--- config.mk ---
export PLATFORM = sky130hd
export DESIGN_NAME = dbg_ir
export DESIGN_NICKNAME = d
export VERILOG_FILES = /design/src/rtl/dbg_ir_pkg.sv /design/src/rtl/dbg_ir_status_sample.sv /design/src/rtl/dbg_ir_shift.sv /design/src/rtl/dbg_ir_out.sv /design/src/rtl/dbg_ir.sv
export SDC_FILE = /design/constraint.sdc
export NUM_CORES = 1
export LEC_CHECK = 0
export ABC_AREA = 1
export BUFFER_PORTS_ARGS = -buffer_cell sky130_fd_sc_hd__buf_2
export CAP_MARGIN = 0
export CORE_MARGIN = 1
export CORE_UTILIZATION = 47
export DETAILED_ROUTE_END_ITERATION = 6
export GPL_TIMING_DRIVEN = 0
export PLACE_DENSITY = 0.73
export SETUP_SLACK_MARGIN = 0.1
export SYNTH_ARGS = -nofsm -noshare
export SYNTH_HDL_FRONTEND = slang
export SYNTH_SLANG_ARGS = --single-unit
--- constraint.sdc ---
create_clock -name tck -period 0.8 [get_ports tck]
set_input_delay 0.04 -clock tck [delete_from_list [all_inputs] [get_ports tck]]
set_output_delay 0.04 -clock tck [all_outputs]
set_load 0.1 [all_outputs]
--- src/rtl/dbg_ir_pkg.sv ---
// Package: widths and bit positions of the status-capturing instruction register.
// Assumes: the field positions are fixed because the command decoder and the
// debugger software read the capture word at these bits.
package dbg_ir_pkg;
    localparam int IR_W   = 10;
    localparam int STAT_W = 8;
    localparam int POS_RST = 3;
    localparam logic [IR_W-STAT_W-1:0] TOP_BITS = 2'b10;
    localparam logic [IR_W-1:0] IDLE_CMD = '0;
endpackage

--- src/rtl/dbg_ir_status_sample.sv ---
// Module: samples the raw processor status lines on tck and forms the
// eight-bit status field, inverting the active-low reset line.
// Assumes: status lines are quasi-static relative to tck.
module dbg_ir_status_sample
    import dbg_ir_pkg::*;
(
    input  logic              tck,
    input  logic              rst_n,
    input  logic [STAT_W-1:0] raw,
    output logic [STAT_W-1:0] stat
);
    localparam logic [STAT_W-1:0] INV_MASK = STAT_W'(1) << POS_RST;

    // one sampling flop per line; the reset field is stored inverted
    always_ff @(posedge tck) begin
        if (!rst_n) stat <= '0;
        else        stat <= raw ^ INV_MASK;
    end
endmodule

--- src/rtl/dbg_ir_shift.sv ---
// Module: the shift stage. Capture loads fixed top bits above the status
// field. Shift moves toward bit 0, with tdi entering the top bit.
// Assumes: capture wins if capture and shift are both strobed; enable gates all.
module dbg_ir_shift
    import dbg_ir_pkg::*;
(
    input  logic              tck,
    input  logic              rst_n,
    input  logic              en,
    input  logic              cap,
    input  logic              shf,
    input  logic              tdi,
    input  logic [STAT_W-1:0] stat,
    output logic [IR_W-1:0]   sreg
);
    // load status, shift serial data, or hold
    always_ff @(posedge tck) begin
        if (!rst_n)          sreg <= '0;
        else if (en && cap)  sreg <= {TOP_BITS, stat};
        else if (en && shf)  sreg <= {tdi, sreg[IR_W-1:1]};
    end
endmodule

--- src/rtl/dbg_ir_out.sv ---
// Module: output side. Holds the parallel command word, updated on
// Update-IR. Drives tdo from bit 0 of the shift stage on the falling edge.
// Assumes: strobes are stable around the falling edge of tck.
module dbg_ir_out
    import dbg_ir_pkg::*;
(
    input  logic            tck,
    input  logic            rst_n,
    input  logic            en,
    input  logic            upd,
    input  logic            shf,
    input  logic [IR_W-1:0] sreg,
    output logic [IR_W-1:0] cmd,
    output logic            tdo
);
    // command word transfer on update
    always_ff @(posedge tck) begin
        if (!rst_n)         cmd <= IDLE_CMD;
        else if (en && upd) cmd <= sreg;
    end

    // serial output launched on the falling edge, quiet unless shifting
    always_ff @(negedge tck) begin
        if (!rst_n) tdo <= 1'b0;
        else        tdo <= en & shf & sreg[0];
    end
endmodule

--- src/rtl/dbg_ir.sv ---
// Module: top of the status-capturing debug instruction register.
// Assumes: TAP state strobes come from an external state machine on tck.
module dbg_ir
    import dbg_ir_pkg::*;
(
    input  logic            tck,
    input  logic            rst_n,
    input  logic            cap_ir,
    input  logic            shf_ir,
    input  logic            upd_ir,
    input  logic            tdi,
    input  logic            dbg_en,
    input  logic            clk_on,
    input  logic            step_err,
    input  logic            chkstop,
    input  logic            core_rst_n,
    input  logic            halted,
    input  logic            stopped,
    input  logic            in_debug,
    input  logic            waiting,
    output logic            tdo,
    output logic [IR_W-1:0] cmd
);
    logic [STAT_W-1:0] raw_stat;
    logic [STAT_W-1:0] stat;
    logic [IR_W-1:0]   shift_q;

    assign raw_stat = {waiting, in_debug, stopped, halted,
                       core_rst_n, chkstop, step_err, clk_on};

    dbg_ir_status_sample u_samp (
        .tck(tck), .rst_n(rst_n), .raw(raw_stat), .stat(stat)
    );

    dbg_ir_shift u_shift (
        .tck(tck), .rst_n(rst_n), .en(dbg_en), .cap(cap_ir), .shf(shf_ir),
        .tdi(tdi), .stat(stat), .sreg(shift_q)
    );

    dbg_ir_out u_out (
        .tck(tck), .rst_n(rst_n), .en(dbg_en), .upd(upd_ir), .shf(shf_ir),
        .sreg(shift_q), .cmd(cmd), .tdo(tdo)
    );
endmodule

==> results of run 1 <==
metal layers:
| layer | up-vias | wire, um |
|---|---|---|
| met1 | 474 | 1060 |
| met2 | 25 | 1292 |
| met3 | 6 | 116 |
| met5 | - | 0 |
| met4 | 0 | 46 |
| li1 | 566 | - |
how the worst max path moves through the flow:
stage | startpoint | endpoint | slack [ns]
after global routing | u_out.tdo$_SDFF_NN0_ | tdo | -0.54
after CTS | u_out.tdo$_SDFF_NN0_ | tdo | -0.52
after global placement | u_out.tdo$_SDFF_NN0_ | tdo | -0.36
final | u_out.tdo$_SDFF_NN0_ | tdo | -0.51
after floorplan | u_out.tdo$_SDFF_NN0_ | tdo | -0.14
after detailed placement | u_out.tdo$_SDFF_NN0_ | tdo | -0.36
repair_timing:
item,in CTS,in global routing
buffers inserted,1,1
pin swaps,5,8
endpoints found under the setup margin,21,27
endpoints found under the hold margin,10,0
gates resized for setup,63,14
hold buffers,11,0
placed cells by master (no fill, tap or decap), drive strengths merged:
cell type     netlist  layout
o21ai              11      11
nand3              13      13
dlymetal6s4s        0       1
clkbuf              0       7
nand3b              1       1
dlygate4sd3         0      10
nand2              37      37
inv                21      21
a21oi               7       7
clkinv              0       1
buf                 6      32
nor3                1       1
dfxtp              29      29
nor2               29      29
kinds of logic (layout without fill, tap and decap cells):
family | Yosys count | in the layout | synth area share, %
and+or+nand+nor | 81 | 81 | 31.50
DFF | 29 | 29 | 49.05
buffers and inverters | 27 | 72 | 11.52
AOI/OAI and AO/OA | 18 | 18 | 7.928
power by group:
part / switching (mW) / leakage, nW / internal, mW
logic: 0.453 / 0.574 / 0.311
clock network: 0.471 / 0.0323 / 0.343
registers: 0.0671 / 0.251 / 1.52
layout make-up:
class                           instances  area, um^2
Fill cell                             152       484.2
Sequential cell                        29       634.4
Timing Repair Buffer                   37       416.7
Clock inverter                          2       7.507
Buffer                                  6       66.31
Tap cell                               28       35.03
Clock buffer                            7       45.04
Inverter                               20       75.07
Multi-Input combinational cell         99       533.0
state kept, by name, indices dropped and copies added, names as in the netlist:
| name | cells |
|---|---|
| u_samp.stat | 8 |
| u_out.tdo | 1 |
| u_out.cmd | 10 |
| u_shift.sreg | 10 |
through the flow:
step	TNS (ns)	hold WS (ns)	cell area [um^2]	total power, mW	std cells
global placement	-0.5556	0.1960	1390	2.168	207
detailed placement	-0.5693	0.1981	1390	2.184	207
floorplan	-0.2524	0.1124	1235	2.063	155
global route	-1.971	0.08429	1813	3.338	228
CTS	-1.661	0.08683	1775	3.165	227
finish	-1.527	0.09430	1813	3.167	228
tightest hold or removal path: cells and delay by family:
kind	cells	cell delay [ns]
buf+inv	1	0.13
compound gates	1	0.05
simple gates	3	0.16
==> results.md, run 1 <==
* Status: complete, but fails checks
* Failing checks: negative setup slack
* Synthesized net count at 170
* Most common cell in the synthesized netlist: nand2_1
* DR iter-0 viols at 17
* Vias in the first global route at between 900 and 1000
* Hold path start: dbg_en
* Synth cell count leaders: nand2_1, dfxtp_1, nor2_1
* HP Class: in2reg
* Ys async rst share at 0%
* Antenna diodes at 0
* Clk_lat worst skew at approximately 0.36 ns
* Worst stage delay on the critical path at ~0.34 ns
* Post-route ant nets at 0
* Critical Path Source Type: flop
* DRT Pass-1 Iters at 4
* Max Root-Sink Buffers at 2
* Core box area at roughly 0.0023 mm^2
* Cell taking the most area after synthesis: dfxtp_1
* Top cells by area, synth: dfxtp_1, nand2_1, nor2_1
* Full die area at between 0.002 and 0.003 mm^2
* Largest net degree at the start of global routing at 11
* Yosys reg bits at 29
* Static Leak at approximately 0.86 nW
* Top cell type's share of synthesized area at ~49%
* GR peak layer: met2
* Post-synth top flop: dfxtp_1
* PortBufs at 24
* Setup slack, reg-to-reg at -0.08 ns
* Finished Core Util at 78.92%
* Highest-delay cell along the critical path: dfxtp_4
* Max cap viols at 0
* Synth Cell Area at around 0.0012 mm^2
* Total grt overflow at 0
* Reg2reg path depth at 2
* Worst slew pin tran at approximately 0.37 ns
* R2r startpoint: u_shift.sreg[0]$_SDFFE_PN0P_
* Sequential fraction of the synthesis area at between 40% and 50%
* Nets at 214
* Worst r2r dst: u_out.tdo$_SDFF_NN0_
* DP Worst Slack at -0.3593 ns
* Synth Instances at roughly 160
* Buf+Inv Stages, Crit Path at 1
* Synth Area per Inst at roughly 7.6 um^2
* H-tree depth at 2
* Stages on the worst setup path at 1
* Worst rel slew slack at 75.57%
* Warning count from the yosys run at 0
* RSZ-0062 raised after global routing: yes
* CTS tree: yes
* # rows at 17
* Area grow syn2layout at 53.17%
* Num CTS Buffers at 5
* CP Capture Type: output port
* Starting Density at 51.53%
* Wirelength per Cell at roughly 11 um
* GR Layer Usage met2 at roughly 39%
* Hold path depth at 5
* Critical-path cell list: buf_12
* CTS root buffer: clkbuf_4
* Clock Sinks at 29
* Slew Limit Fails at 0
* Worst clock skew at between 0.04 and 0.05 ns
* Synth cell types at 19
* Setup ws final at -0.5101 ns
* Cell family with most CP delay: flip-flops
* GR Util met3 at ~8.1%
* First-pass GRT wire length at about 4200 um
* GPL Wtd Cong at ~0.74
* Vias/cell at between 4 and 5
* DR DRC count at 0
* Final WL at 2515 um
* Final setup viols at 12
* PD cells at between 1500 and 2000 mW/mm^2
* Total track usage at a little over a fifth
* Detailed placement HPWL at 1588 um
* Critical Path RT at roughly 0.76 ns
* Share of layout cells above drive strength 1 at about two fifths
* Die span in x at 52.19 um
* Hold Vio Cnt, Final at 0
* Grt met1 use at between 20% and 30%
* Vias at roughly 1100
* Data arrival, critical path at 1.27 ns
* Initial antenna violation count at 0
* Worst-path clk slew at around 0.080 ns
* Io pins at 26
* Setup CP Type: reg2out
* Post-synth EDFFs at 0
* Worst vdd ir at approximately 1.3 mV
* Hold Path Sink: u_shift.sreg[4]$_SDFFE_PN0P_
* Crit-path max FO at 1
* Die Height at between 50 and 60 um
(Power assumes the default switching activity.)
==> inputs of run 2 (changes only) <==
CORE_UTILIZATION = 49   (was 47)
CTS_BUF_LIST = sky130_fd_sc_hd__clkbuf_2 sky130_fd_sc_hd__clkbuf_4 sky130_fd_sc_hd__clkbuf_8   (was default)
PLACE_DENSITY = 0.76   (was 0.73)
==> results.md, run 2 (synthesis results as in run 1) <==
* Worst stage delay on the critical path at 0.34 ns (about the same)
* PD cells at 1934 mW/mm^2 (+11%)
* Full die area at 0.002616 mm^2 (-3.9%)
* Worst rel slew slack at 73.50% (-2.1 points)
* Worst slew pin tran at 0.3974 ns (+0.03105 ns)
* Die span in x at 51.15 um (-2.0%)
* DRT Pass-1 Iters at 4 (unchanged)
* CTS tree: yes
* Layout Cells excl Fill at 229 (+0.44%)
* Vias/cell at 4.904 (+4.4%)
* DP Area at 0.001390 mm^2 (unchanged)
* First-pass GRT wire length at 4788 um (+14%)
* Total grt overflow at 0 (unchanged)
* Largest net degree at the start of global routing at 11 (unchanged)
* Worst clock skew at 0.04136 ns (-0.003817 ns)
* CTS root buffer: clkbuf_4
* FILL cells at 119 (-22%)
* Most frequent cells in the layout: nand2_1, nor2_1, inv_1
* Starting Density at 52.50% (+0.97 points)
* Final setup viols at 12 (unchanged)
* Setup TNS at -1.841 ns (-0.3148 ns)
* Clock Sinks at 29 (unchanged)
* Vias at 1123 (+4.9%)
* CP Capture Type: output port
* Detailed placement HPWL at 1580 um (-0.50%)
* Hold Vio Cnt, Final at 0 (unchanged)
* Vias in the first global route at 1096 (+9.8%)
* Placed Cells at 207 (unchanged)
* Post-route ant nets at 0 (unchanged)
* Slew Limit Fails at 0 (unchanged)
* Io pins at 26 (unchanged)
* Initial antenna violation count at 0 (unchanged)
* Max Root-Sink Buffers at 2 (unchanged)
* Post-route cell area at 0.001872 mm^2 (+3.2%)
* Crit-path max FO at 1 (unchanged)
* Max cap viols at 0 (unchanged)
* Buf+Inv Stages, Crit Path at 1 (unchanged)
* Worst-path clk slew at 0.10 ns (+0.02 ns)
* Status: complete, but fails checks
* GPL Wtd Cong at 0.7340 (-0.47%)
* DR iter-0 viols at 25 (+8)
* # rows at 17 (unchanged)
* H-tree depth at 2 (unchanged)
* Share of layout cells above drive strength 1 at 46.27% (+4.8 points)
* Wirelength per Cell at 13.05 um (+18%)
* Worst vdd ir at 1.628 mV (+21%)
* Cell family with most CP delay: flip-flops
* Num CTS Buffers at 5 (unchanged)
* Commonest non-fill, non-tap cell in the layout: nand2_1
* PortBufs at 24 (unchanged)
* Highest-delay cell along the critical path: dfxtp_4
* RSZ-0062 raised after global routing: yes
* Data arrival, critical path at 1.27 ns (about the same)
* Critical Path Source Type: flop
* Setup CP Type: reg2out
* Antenna diodes at 0 (unchanged)
* Critical-path cell list: buf_12
* Area grow syn2layout at 58.14%
* Core box area at 0.002255 mm^2 (-1.9%)
* Nets at 215 (+0.47%)
* HP Class: in2reg
* Die Height at 51.15 um (-2.0%)
* Setup ws final at -0.5135 ns (-0.003374 ns)
* Critical Path RT at 0.76 ns (about the same)
* Final WL at 2989 um (+19%)
* Largest registers: u_out.cmd x10, u_shift.sreg x10, u_samp.stat x8
* Failing checks: negative setup slack
* DR DRC count at 0 (unchanged)
* Total track usage at 25.99% (+4.1 points)
* Static Leak at 0.8845 nW (+3.2%)
* Clk_lat worst skew at 0.37 ns (about the same)
[run 2: changes by cell type in the layout (fill, tap and decap cells not counted), sizes merged]
cell / before / now
buf: 32 / 34
dlygate4sd3: 10 / 9
bufinv: 0 / 1
clkbuf: 7 / 6
[run 2: power breakdown]
part           internal, mW  switching, mW  leakage, nW
Sequential             1.52         0.0727        0.251
Combinational         0.321          0.477        0.583
Clock                 0.695          0.533       0.0510
Total                  2.54           1.08        0.884
[run 2: area by class of cell]
| class | count | area [um^2] | area share [%] |
|---|---|---|---|
| sequential | 29 | 634.4 | 33.89 |
| multi-input combinational | 99 | 555.5 | 29.68 |
| timing repair buffer | 38 | 421.7 | 22.53 |
| inverter | 20 | 75.07 | 4.011 |
| buffer | 6 | 66.31 | 3.543 |
| clock buffer | 6 | 45.04 | 2.406 |
| clock inverter | 3 | 38.79 | 2.072 |
| tap | 28 | 35.03 | 1.872 |
[run 2: final timing paths]
check / startpoint / end / slack [ns] / cells after the start
worst max-delay path: u_out.tdo$_SDFF_NN0_ / tdo / -0.51 / 1
worst min-delay path: dbg_en / u_shift.sreg[3]$_SDFFE_PN0P_ / 0.07 / 5
worst max register to register: u_shift.sreg[0]$_SDFFE_PN0P_ / u_out.tdo$_SDFF_NN0_ / -0.10 / 2
worst min register to register: u_shift.sreg[9]$_SDFFE_PN0P_ / u_shift.sreg[8]$_SDFFE_PP0P_ / 0.48 / 2
[run 2: repair_timing]
item,in CTS,in global routing
hold buffers,10,0
resized for setup,62,23
buffers inserted,2,2
setup endpoints to repair,20,30
endpoints found under the hold margin,11,0
pin swaps,11,10
[run 2: through the flow]
stage	hold WS (ns)	power (mW)	worst slack (ns)	util [%]
global route	0.07022	3.783	-0.5642	83.02
global placement	0.1962	2.167	-0.3571	61.65
detailed placement	0.2049	2.183	-0.3577	61.65
CTS	0.07196	3.547	-0.5210	79.91
finish	0.06644	3.619	-0.5135	83.02
floorplan	0.1124	2.063	-0.1438	-
[run 2: layer usage]
layer | global-route usage (%) | vias up | wire length (um)
li1 | - | 564 | -
met1 | 27.46 | 519 | 1241
met2 | 43.64 | 32 | 1514
met3 | 8.631 | 8 | 160
met4 | 17.13 | 0 | 73
met5 | 0 | - | 0
==> inputs of run 3 (changes only) <==
PLACE_DENSITY = 0.84   (was 0.76)
==> results.md, run 3 (synthesis results as in run 1) <==
* Die Height at 51.15 um (unchanged)
* GPL Wtd Cong at 0.7625 (+3.9%)
* Worst rel slew slack at 66.28% (-7.2 points)
* DRT Pass-1 Iters at 4 (unchanged)
* Critical Path Source Type: flop
* Share of layout cells above drive strength 1 at 48.76% (+2.5 points)
* Max Root-Sink Buffers at 2 (unchanged)
* Int Power at 2.536 mW (about the same)
* Total power at 3.652 mW (+0.90%)
* CTS root buffer: clkbuf_4
* Setup slack, reg-to-reg at -0.17 ns (-0.07 ns)
* Largest net degree at the start of global routing at 11 (unchanged)
* Worst stage delay on the critical path at 0.34 ns (about the same)
* Highest-delay cell along the critical path: dfxtp_4
* CTS tree: yes
* Multi-input gate area at 559.3 um^2 (+0.68%)
* RSZ-0062 raised after global routing: yes
* Crit-path max FO at 1 (unchanged)
* Critical-path cell list: buf_12
* Setup TNS at -2.050 ns (-0.2085 ns)
* Vias in the first global route at 1213 (+11%)
* Critical Path Source: u_out.tdo$_SDFF_NN0_
* Worst clock skew at 0.04574 ns (+0.004378 ns)
* Max cap viols at 0 (unchanged)
* Combinational power share at 22.6% (+0.5 points)
* Detailed placement HPWL at 1597 um (+1.1%)
* NetSw at 1.116 mW (+3.1%)
* Core box area at 0.002255 mm^2 (unchanged)
* Clock Sinks at 29 (unchanged)
* Placed Cells at 207 (unchanged)
* Worst-path clk slew at 0.09 ns (about the same)
* Vias/cell at 5.284 (+7.7%)
* Most frequent cells in the layout: nand2_1, nor2_1, inv_1
* Worst vdd ir at 1.882 mV (+16%)
* Starting Density at 52.50% (unchanged)
* Initial antenna violation count at 0 (unchanged)
* # rows at 17 (unchanged)
* First-pass GRT wire length at 5526 um (+15%)
* Layout Cells excl Fill at 229 (unchanged)
* Cell family with most CP delay: flip-flops
* Static Leak at 0.8883 nW (+0.44%)
* Vias at 1210 (+7.7%)
* Buf+Inv Stages, Crit Path at 1 (unchanged)
* Sw Ratio at 30.57% (+0.66 points)
* DR DRC count at 0 (unchanged)
* Failing checks: negative setup slack
* Wirelength per Cell at 15.64 um (+20%)
* H-tree depth at 2 (unchanged)
* CP Capture Type: output port
* HP Class: in2reg
* Antenna diodes at 0 (unchanged)
* Setup ws final at -0.5267 ns (-0.01326 ns)
* Full die area at 0.002616 mm^2 (unchanged)
* Total track usage at 30.21% (+4.2 points)
* Critical Path RT at 0.76 ns (about the same)
* Data arrival, critical path at 1.29 ns (+0.02 ns)
* Total grt overflow at 0 (unchanged)
* Setup CP Type: reg2out
* Area grow syn2layout at 58.98%
* Final setup viols at 13 (+1)
* Worst r2r dst: u_out.tdo$_SDFF_NN0_
* Post-route ant nets at 0 (unchanged)
* Seq pwr share at 43.8% (-0.2 points)
* Status: complete, but fails checks
* Io pins at 26 (unchanged)
* Nets at 215 (unchanged)
* Slew Limit Fails at 0 (unchanged)
* DR iter-0 viols at 38 (+52%)
* Stages on the worst setup path at 1 (unchanged)
* Largest registers: u_out.cmd x10, u_shift.sreg x10, u_samp.stat x8
* CP endpoint: tdo
* PortBufs at 24 (unchanged)
* Reg2reg path depth at 2 (unchanged)
* PD cells at 1941 mW/mm^2 (+0.37%)
* Final WL at 3581 um (+20%)
* Register area at 638.1 um^2 (+0.59%)
* Clock power share at 33.6% (-0.3 points)
* Commonest non-fill, non-tap cell in the layout: nand2_1
* Num CTS Buffers at 5 (unchanged)
* FILL cells at 115 (-3.4%)
* Worst slew pin tran at 0.5058 ns (+0.1084 ns)
* Clk_lat worst skew at 0.38 ns (about the same)
* Die span in x at 51.15 um (unchanged)
* Hold Vio Cnt, Final at 0 (unchanged)
* R2r startpoint: u_shift.sreg[0]$_SDFFE_PN0P_
run 3: timing repair:
action,CTS,global route
pin swaps,4,9
hold endpoints to repair,11,0
buffers inserted,2,2
resized for setup,60,33
setup endpoints to repair,20,31
hold buffers,10,0
run 3: worst min path at each step:
stage                     from                            to  slack [ns]  cells after the start
floorplan           core_rst_n     u_samp.stat[3]$_SDFF_PN0_        0.11                      1
global placement    core_rst_n     u_samp.stat[3]$_SDFF_PN0_        0.20                      2
detailed placement  core_rst_n     u_samp.stat[3]$_SDFF_PN0_        0.20                      2
CTS                     dbg_en  u_shift.sreg[2]$_SDFFE_PN0P_        0.08                      5
global route            dbg_en  u_shift.sreg[5]$_SDFFE_PN0P_        0.07                      5
finish                  dbg_en  u_shift.sreg[3]$_SDFFE_PN0P_        0.08                      5
run 3: power by group through the flow:
stage	clock network, mW	registers (mW)	logic [mW]
after global placement	0.0155	1.58	0.566
final	1.23	1.60	0.825
after CTS	1.21	1.58	0.736
after floorplan	0.0155	1.81	0.237
after detailed placement	0.0155	1.59	0.578
after global routing	1.33	1.60	0.867
run 3: through the flow:
stage | utilization, % | hold slack [ns] | worst slack, ns | cell area (um^2)
2_1_floorplan | - | 0.1124 | -0.1438 | 1235
3_3_place_gp | 61.65 | 0.1957 | -0.3572 | 1390
3_5_place_dp | 61.65 | 0.1986 | -0.3585 | 1390
4_1_cts | 79.58 | 0.07736 | -0.5240 | 1794
5_1_grt | 83.46 | 0.07478 | -0.5669 | 1882
6_report | 83.46 | 0.07735 | -0.5267 | 1882
run 3: layout make-up:
type | instances | share of cell area (%)
Timing Repair Buffer | 38 | 22.61
Inverter | 20 | 3.989
Buffer | 6 | 3.524
Clock buffer | 6 | 2.394
Tap cell | 28 | 1.862
Multi-Input combinational cell | 99 | 29.72
Clock inverter | 3 | 1.995
Sequential cell | 29 | 33.91
run 3: metal layers:
layer	track usage [%]	part of all wire, %	wire, um
met5	0	0	0
met4	21.30	3.5	127
met3	8.631	6.8	244
met2	51.10	53	1881
met1	31.91	37	1327
